[src/rtl/arb_pkg.sv]
// Package: shared types for the parking bus arbiter.
// Assumes a 32-bit configuration word with fixed field positions.
package arb_pkg;

    localparam int CFG_W = 32;
    localparam int SEL_W = 3;

    // Parking mode encoding (bits 6:5 of the configuration word)
    typedef enum logic [1:0] {
        PARK_NONE = 2'b00,
        PARK_RSVD = 2'b01,
        PARK_LAST = 2'b10,
        PARK_PROG = 2'b11
    } park_mode_e;

    typedef struct packed {
        logic             pipe_off;   // bit 31, stored only
        logic [SEL_W-1:0] park_sel;   // bits 10:8
        park_mode_e       park_mode;  // bits 6:5
        logic             dat_to_en;  // bit 2
        logic             adr_to_en;  // bit 1
    } arb_cfg_t;

    localparam arb_cfg_t CFG_RESET = '{
        pipe_off:  1'b1,
        park_sel:  '0,
        park_mode: PARK_NONE,
        dat_to_en: 1'b1,
        adr_to_en: 1'b1
    };

endpackage

[src/rtl/arb_cfg_reg.sv]
// Module: arb_cfg_reg
// Holds the configuration word. A written copy is kept for readback, and an
// active copy, used by the rest of the block, loads from it only at
// arbitration points. Assumes a single write strobe with no address.
module arb_cfg_reg
    import arb_pkg::*;
(
    input  logic             clk,
    input  logic             rst_n,
    input  logic             we,
    input  logic [CFG_W-1:0] wdata,
    input  logic             arb_pt,
    output logic [CFG_W-1:0] rdata,
    output arb_cfg_t         act
);

    arb_cfg_t shadow_q;

    // Capture software writes into the readback copy
    always_ff @(posedge clk) begin
        if (!rst_n) begin
            shadow_q <= CFG_RESET;
        end else if (we) begin
            shadow_q.pipe_off  <= wdata[31];
            shadow_q.park_sel  <= wdata[10:8];
            shadow_q.park_mode <= park_mode_e'(wdata[6:5]);
            shadow_q.dat_to_en <= wdata[2];
            shadow_q.adr_to_en <= wdata[1];
        end
    end

    // Move the written copy into use only between transfers
    always_ff @(posedge clk) begin
        if (!rst_n) begin
            act <= CFG_RESET;
        end else if (arb_pt) begin
            act <= shadow_q;
        end
    end

    // Assemble the read value; reserved positions are zero
    always_comb begin
        rdata        = '0;
        rdata[31]    = shadow_q.pipe_off;
        rdata[10:8]  = shadow_q.park_sel;
        rdata[6:5]   = shadow_q.park_mode;
        rdata[2]     = shadow_q.dat_to_en;
        rdata[1]     = shadow_q.adr_to_en;
    end

    AST_CFG_DEFER: assert property (@(posedge clk) disable iff (!rst_n)
        !arb_pt |=> $stable(act));

endmodule

[src/rtl/arb_phase_timer.sv]
// Module: arb_phase_timer
// Counts consecutive cycles of an outstanding bus phase while enabled.
// On the LIMIT-th cycle it raises fire for that cycle and restarts.
// Assumes pend stays high for as long as the phase is outstanding.
module arb_phase_timer #(
    parameter int LIMIT = 255
) (
    input  logic clk,
    input  logic rst_n,
    input  logic en,
    input  logic pend,
    output logic fire
);

    localparam int CNT_W = $clog2(LIMIT + 1);

    logic [CNT_W-1:0] cnt_q;
    logic             run;

    assign run  = en && pend;
    assign fire = run && (cnt_q == CNT_W'(LIMIT - 1));

    // Advance while the phase is outstanding; clear when it ends or fires
    always_ff @(posedge clk) begin
        if (!rst_n || !run || fire) begin
            cnt_q <= '0;
        end else begin
            cnt_q <= cnt_q + 1'b1;
        end
    end

    AST_CNT_BOUND: assert property (@(posedge clk) disable iff (!rst_n)
        cnt_q < CNT_W'(LIMIT));

    AST_CNT_IDLE: assert property (@(posedge clk) disable iff (!rst_n)
        !en |=> (cnt_q == '0));

endmodule

[src/rtl/arb_core.sv]
// Module: arb_core
// Fixed-priority grant register with idle parking. It updates only when
// arb_pt is high. Assumes at most eight masters (3-bit park select).
module arb_core
    import arb_pkg::*;
#(
    parameter int N_MASTERS = 8,
    localparam int ID_W = (N_MASTERS > 1) ? $clog2(N_MASTERS) : 1
) (
    input  logic                 clk,
    input  logic                 rst_n,
    input  logic [N_MASTERS-1:0] req,
    input  logic                 arb_pt,
    input  park_mode_e           mode,
    input  logic [SEL_W-1:0]     park_sel,
    output logic [N_MASTERS-1:0] gnt,
    output logic [ID_W-1:0]      gnt_id
);

    logic            win_any;
    logic [ID_W-1:0] win_id;
    logic            park_on;
    logic [ID_W-1:0] park_id;
    logic [ID_W-1:0] last_q;

    // Find the lowest-numbered requester
    always_comb begin
        win_any = 1'b0;
        win_id  = '0;
        for (int i = N_MASTERS - 1; i >= 0; i--) begin
            if (req[i]) begin
                win_any = 1'b1;
                win_id  = ID_W'(i);
            end
        end
    end

    // Choose the idle resting place from the parking mode
    always_comb begin
        unique case (mode)
            PARK_LAST: begin park_on = 1'b1; park_id = last_q;              end
            PARK_PROG: begin park_on = 1'b1; park_id = park_sel[ID_W-1:0];  end
            default:   begin park_on = 1'b0; park_id = '0;                  end
        endcase
    end

    // Register the grant and remember the last real winner
    always_ff @(posedge clk) begin
        if (!rst_n) begin
            gnt    <= '0;
            gnt_id <= '0;
            last_q <= '0;
        end else if (arb_pt) begin
            if (win_any) begin
                gnt    <= N_MASTERS'(1) << win_id;
                gnt_id <= win_id;
                last_q <= win_id;
            end else if (park_on) begin
                gnt    <= N_MASTERS'(1) << park_id;
                gnt_id <= park_id;
            end else begin
                gnt    <= '0;
                gnt_id <= '0;
            end
        end
    end

    AST_GNT_ONEHOT0: assert property (@(posedge clk) disable iff (!rst_n)
        $onehot0(gnt));

    AST_GNT_HOLD: assert property (@(posedge clk) disable iff (!rst_n)
        !arb_pt |=> $stable(gnt) && $stable(gnt_id));

    AST_NOPARK_IDLE: assert property (@(posedge clk) disable iff (!rst_n)
        (arb_pt && !(|req) && !mode[1]) |=> (gnt == '0));

    AST_ID_MATCH: assert property (@(posedge clk) disable iff (!rst_n)
        (gnt != '0) |-> gnt[gnt_id]);

endmodule

[src/rtl/bus_park_arbiter.sv]
// Module: bus_park_arbiter
// Top level: configuration word, two phase watchdogs and the grant core.
// An arbitration point is any cycle with the bus free or a watchdog firing.
// Assumes bus_busy is driven by the current owner for a whole transfer.
module bus_park_arbiter
    import arb_pkg::*;
#(
    parameter int N_MASTERS = 8,
    parameter int TO_LIMIT  = 255,
    localparam int ID_W = (N_MASTERS > 1) ? $clog2(N_MASTERS) : 1
) (
    input  logic                 clk,
    input  logic                 rst_n,
    input  logic [N_MASTERS-1:0] req,
    input  logic                 bus_busy,
    input  logic                 addr_pend,
    input  logic                 data_pend,
    input  logic                 cfg_we,
    input  logic [CFG_W-1:0]     cfg_wdata,
    output logic [CFG_W-1:0]     cfg_rdata,
    output logic [N_MASTERS-1:0] gnt,
    output logic [ID_W-1:0]      gnt_id,
    output logic                 to_err
);

    arb_cfg_t   act_cfg;
    logic [1:0] phase_pend;
    logic [1:0] phase_en;
    logic [1:0] phase_fire;
    logic       arb_pt;

    assign phase_pend = {data_pend, addr_pend};
    assign phase_en   = {act_cfg.dat_to_en, act_cfg.adr_to_en};
    assign arb_pt     = !bus_busy || (|phase_fire);

    arb_cfg_reg u_cfg (
        .clk   (clk),
        .rst_n (rst_n),
        .we    (cfg_we),
        .wdata (cfg_wdata),
        .arb_pt(arb_pt),
        .rdata (cfg_rdata),
        .act   (act_cfg)
    );

    // One watchdog per bus phase: index 0 address, index 1 data
    for (genvar p = 0; p < 2; p++) begin : g_phase
        arb_phase_timer #(.LIMIT(TO_LIMIT)) u_tmr (
            .clk  (clk),
            .rst_n(rst_n),
            .en   (phase_en[p]),
            .pend (phase_pend[p]),
            .fire (phase_fire[p])
        );
    end

    arb_core #(.N_MASTERS(N_MASTERS)) u_core (
        .clk     (clk),
        .rst_n   (rst_n),
        .req     (req),
        .arb_pt  (arb_pt),
        .mode    (act_cfg.park_mode),
        .park_sel(act_cfg.park_sel),
        .gnt     (gnt),
        .gnt_id  (gnt_id)
    );

    // Register a one-cycle error pulse for any watchdog expiry
    always_ff @(posedge clk) begin
        if (!rst_n) begin
            to_err <= 1'b0;
        end else begin
            to_err <= |phase_fire;
        end
    end

    AST_ERR_PULSE: assert property (@(posedge clk) disable iff (!rst_n)
        to_err |=> !to_err);

    AST_ERR_CAUSE: assert property (@(posedge clk) disable iff (!rst_n)
        $rose(to_err) |-> $past(addr_pend || data_pend));

endmodule

[config.mk]
export PLATFORM = sky130hd
export DESIGN_NAME = bus_park_arbiter
export DESIGN_NICKNAME = d
export VERILOG_FILES = /design/src/rtl/arb_pkg.sv /design/src/rtl/arb_cfg_reg.sv /design/src/rtl/arb_phase_timer.sv /design/src/rtl/arb_core.sv /design/src/rtl/bus_park_arbiter.sv
export SDC_FILE = /design/constraint.sdc
export NUM_CORES = 1
export LEC_CHECK = 0
export ABC_AREA = 1
export BUFFER_PORTS_ARGS = -buffer_cell sky130_fd_sc_hd__buf_2
export CAP_MARGIN = 20
export CORE_ASPECT_RATIO = 0.8
export CORE_UTILIZATION = 40
export CTS_CLUSTER_SIZE = 30
export DETAILED_ROUTE_END_ITERATION = 16
export PLACE_DENSITY = 0.73
export SKIP_CTS_REPAIR_TIMING = 1
export SYNTH_ARGS = -nofsm -noshare
export SYNTH_HDL_FRONTEND = slang
export SYNTH_SLANG_ARGS = --single-unit
[constraint.sdc]
create_clock -name clk -period 1.6 [get_ports clk]
set_input_delay 0.32 -clock clk [delete_from_list [all_inputs] [get_ports clk]]
set_output_delay 0.32 -clock clk [all_outputs]
set_load 0.1 [all_outputs]
# == Word-level counts from Yosys, hierarchy flattened ==
# Index checks and enable logic that the tools add are counted.
# totals
register_bits,46
# classes
add_sub_neg,2
eq_ne,4
n_shift,2
muxes,22
n_reduce_logical,16
# op_table
operator,n
$mux W3,10
$add A8 B1 Y8 const B,2
$eq A8 B8 Y1 const B,2
$mux W8,2
$shl A1 B3 Y8 const A,2
$mux W1,9
$pmux W3 S2,1
$logic_or A1 B1 Y1,5
$eq A2 B2 Y1 const B,2
$logic_and A1 B1 Y1,4
$logic_not A1 Y1,4
$reduce_or A2 Y1,2
$reduce_and A2 Y1,1

# == Depth between registers and ports, before layout ==
# logic_depth
word_depth,10
mapped_depth,11
depth_no_buf,11

# == Cells and area by module ==
# From an unflattened synthesis, not the netlist that was laid out.
# unflattened
hier_cells,354
hier_area_um2,2487.4
# modules_own_cells
module,instances,cells_per_inst,area_per_inst_um2,seq_area_each_um2
arb_cfg_reg,1,115,820.8,320.3
arb_core,1,130,818.3,280.3
arb_phase_timer,2,52,405.4,160.2
bus_park_arbiter,1,5,37.5,20.0

# == Worst setup path before layout ==
# No wires, ideal clock.
# synth_path
path_type,register -> register
start,reg g_phase[1].u_tmr.cnt_q[0]
end,reg u_core.gnt_id[1]
arrival_time_ps,1363
t_required_ps,1530
slack_ps,167
stages_incl_launch_ff,11
path_buffers,1
synth_period_minus_slack_ps,1433
cell_sequence,dfxtp_1 > inv_1 > ha_1 > nand3_1 > nor2_4 > nand2_4 > nand3_4 > inv_2 > buf_4 > nand2_1 > a21oi_1
# synth_via
elab_chain_cells,4
# synth_lines
item,line_no,rtl
start: declaration,arb_phase_timer.sv:17,logic [CNT_W-1:0] cnt_q;
start signal: assignment,arb_phase_timer.sv:28,cnt_q <= cnt_q + 1'b1;
$eq A8 B8 Y1,arb_phase_timer.sv:21,assign fire = run && (cnt_q == CNT_W'(LIMIT - 1));
$logic_and A1 B1 Y1,arb_phase_timer.sv:21,
$reduce_or A2 Y1,bus_park_arbiter.sv:34,assign arb_pt = !bus_busy || (|phase_fire);
$logic_or A1 B1 Y1,bus_park_arbiter.sv:34,
end signal: assignment,arb_core.sv:56,gnt_id <= win_id;
end signal: assignment,arb_core.sv:60,gnt_id <= park_id;
end: declaration,arb_core.sv:17,output logic [ID_W-1:0] gnt_id
# No other way between the ends.
# A chain may end at the register's enable or synchronous reset.

# == Worst setup path in the final report ==
# layout_path
start,reg g_phase[1].u_tmr.cnt_q[0]
end,reg u_core.gnt[6]
# layout_via
elab_chain_cells,4
# layout_lines
item,line_no,rtl
$eq A8 B8 Y1,arb_phase_timer.sv:21,
$logic_and A1 B1 Y1,arb_phase_timer.sv:21,
$reduce_or A2 Y1,bus_park_arbiter.sv:34,
$logic_or A1 B1 Y1,bus_park_arbiter.sv:34,
end signal: assignment,arb_core.sv:55,gnt <= N_MASTERS'(1) << win_id;
end signal: assignment,arb_core.sv:59,gnt <= N_MASTERS'(1) << park_id;
end: declaration,arb_core.sv:16,"output logic [N_MASTERS-1:0] gnt,"
# No other way between the ends.

==> results.md <==
* Synth cell types at 28
* Compound-Gate Fraction of Synth Area at 10.1%
* Worst EP arrival at about 1.7 ns
* Clock transition at path regs at 0.09 ns
* Clk buf depth at 2
* Crit Path Max Fanout at 9
* Post-route ant nets at 0
* Number of antenna violations at the first check in global routing at 0
* Starting density of the core at 41.5%
* Total of max-cap violations at 0
* Main combinational cell family by area after synthesis: simple AND/OR/NAND/NOR gates
* Synth Area in XOR/XNOR at 2.72%
* Post-synth top area cell: dfxtp_1
* Synth area leaders: dfxtp_1 (41%), nand2_1 (11%), buf_4 (9.0%)
* PortBufs at 41
* GPL Wtd Cong at 0.907
* First-pass GRT wire length at 7470 um
* Synth Warn # at 0
* Largest net degree at the start of global routing at 19
* Row count at 24
* Crit path capture: u_core.gnt[6]
* Synth Cell Area at ~0.0023 mm2
* Initial drt markers at 115
* Core Box Area at 0.00544 mm2
* Setup Skew at 0.00921 ns
* Diode count at 0
* CP startpoint kind: flop
* Drt first pass iters at 4
* Reg2Reg Setup Slack at 0.12 ns
* Remaining Overflow, GRT at 0
* Hold Crit Class: primary input to flop
* Post-Synth Adder-Cell Area at 2.22%
* R2r startpoint: g_phase[1].u_tmr.cnt_q[0]
* Syn Inst Count at 309
* Required time worst endpoint at 1.84 ns
* Die Ht at approximately 70 um
* Clock tree root buffer cell: clkbuf_8
* WS Path Type: flop to flop
* Placed Area at 0.00248 mm2
* Proportion of synthesized area in mux cells at 0%
* WL final at between 4000 and 5000 um
* Final nets at 409
* Vias per inst at 4.53
* Period Utilization, post-route at between 90% and 100%
* Synthesis-to-layout area growth at 16.9%
* Synth Flop Type: dfxtp_1
* Power per cell area at 1030 mW/mm2
* Syn Area/Cell at 7.30 um2
* Post-synthesis register bit count at 46
* Peak supply drop at 0.790 mV
* Die Footprint at 0.00595 mm2
* Final Instance Area at 0.00264 mm2
* Number of H-tree levels at 2
* F_max at 0.675 GHz
* Unrepaired setup endpoints after global routing: yes
* Pleak at around 1.2 nW
* Asr flop ratio synth at 0%
* Commonest cells post-synth: nand2_1 (65), dfxtp_1 (46), nor2_1 (43), buf_4 (27), nand3_1 (26)
* Final Critical Period at 1.48 ns
* Die W at 86.0 um
* Synth Area in Simple Gates at 29.5%
* Register area share after synthesis at 40.8%
* Critical path launch point: g_phase[1].u_tmr.cnt_q[0]
* Final Hold Viols at 0
* CP Capture Type: flop
* Most frequent cell after synthesis: nand2_1
* Vias at 1,985
* WL/cell at 10.0 um
* CTS tree: built
* Setup-failing EPs final at 0
* Layout Utilization at 48.5%
* Io pins at 90
* DRC Markers at 0
* Sink Count at 46
* R2r endpoint: u_core.gnt[6]
* Layout cells sized above 1 at 20.8%
* Max-slew violation count at 0
* CTS buffer count at 5
* Status: finished clean
* Total track usage at 15.6%
* Vias in the first global route at 1,710
* Worst-Skew Late Latency at roughly 0.3 ns
* Worst-case reg-to-reg path depth at 11
* Top cell type's share of synthesized area at about two fifths
* Number of flops mapped to enable cells by yosys at 0
* Dpl hpwl at 3300 um
## where the power goes
group | switching [W] | internal (W)
registers | 0.0000260 | 0.00119
logic | 0.000551 | 0.0000933
clock network | 0.000404 | 0.000465
## final cells by class
class | count | area [um2]
clock buffer | 5 | 68.8
timing repair buffer | 52 | 295
sequential | 46 | 922
fill | 527 | 2800
clock inverter | 3 | 45.0
tap | 78 | 97.6
multi-input combinational | 228 | 1110
inverter | 26 | 100
## state kept, by name, summed over array words and instances, names as in the netlist
signal / count
u_cfg.rdata: 8
u_cfg.act: 7
u_core.gnt_id: 3
g_phase.u_tmr.cnt_q: 16
to_err: 1
u_core.last_q: 3
u_core.gnt: 8
## routing by layer
layer | GRT usage, % | part of all wire (%) | vias up
li1 | - | - | 1039
met1 | 20.6 | 47 | 890
met2 | 24.8 | 46 | 50
met3 | 3.93 | 5.0 | 6
met4 | 5.56 | 1.0 | 0
met5 | 0 | 0 | -
## placed cells by master, fill, tap and decap left out
cell | netlist | routed
nand4_1 | 4 | 4
dfxtp_2 | 0 | 1
conb_1 | 1 | 24
bufinv_16 | 0 | 1
nor2_4 | 2 | 2
nand3_4 | 1 | 1
o21ai_1 | 1 | 1
nand3_1 | 26 | 25
nor2_2 | 0 | 1
nand3_2 | 2 | 3
buf_6 | 1 | 2
ha_2 | 0 | 1
a21oi_1 | 24 | 24
xor2_1 | 3 | 3
xnor2_1 | 4 | 4
nand2_1 | 65 | 64
nand2_2 | 1 | 2
nor3b_1 | 3 | 3
inv_1 | 25 | 25
nand2_4 | 1 | 1
ha_1 | 4 | 3
dfxtp_1 | 46 | 45
inv_4 | 0 | 1
or2_2 | 1 | 1
clkbuf_8 | 0 | 5
o21ai_0 | 16 | 16
buf_2 | 0 | 41
buf_4 | 27 | 9
a31oi_1 | 1 | 1
nor2_1 | 43 | 42
a21oi_2 | 1 | 1
o21bai_1 | 1 | 1
clkinvlp_4 | 0 | 2
## how the worst min path moves through the flow
| stage | start | endpoint | slack, ns | depth (start not counted) |
|---|---|---|---|---|
| finish | cfg_wdata[31] | u_cfg.rdata[31] | 0.23 | 3 |
| global route | cfg_wdata[2] | u_cfg.rdata[2] | 0.24 | 3 |
| CTS | cfg_wdata[2] | u_cfg.rdata[2] | 0.22 | 3 |
| detailed placement | u_cfg.rdata[31] | u_cfg.rdata[31] | 0.44 | 2 |
| global placement | u_cfg.rdata[31] | u_cfg.rdata[31] | 0.44 | 2 |
| floorplan | g_phase[0].u_tmr.cnt_q[0] | g_phase[0].u_tmr.cnt_q[0] | 0.43 | 1 |
## critical path, cell delays in order, from the launching register on
cell and delay, ns:
dfxtp_2 0.33, inv_1 0.05, ha_2 0.17, nand3_2 0.09, nor2_4 0.14, nand2_4 0.07, nand3_4 0.13, buf_6 0.15
nand3_1 0.09, nand2_1 0.08, nor2_1 0.04, nor2_1 0.08
## stage by stage
stage	instances	hold WS [ns]	setup TNS (ns)	setup slack [ns]	total power, W
after floorplan	332	0.430	0	0.167	0.00183
after global placement	428	0.436	0	0.0606	0.00187
after detailed placement	428	0.445	0	0.0243	0.00188
after CTS	436	0.221	0	0.0712	0.00275
after global routing	438	0.237	-0.0206	-0.0137	0.00283
final	438	0.228	0	0.119	0.00273
## kinds of logic after synthesis
logic type	Yosys count
AOI/OAI and AO/OA	44
buffers and inverters	58
xor gates and xnor gates	7
and+or+nand+nor	149
adders and majority gates	4
other	1
DFF	46
(Power assumes the default switching activity.)
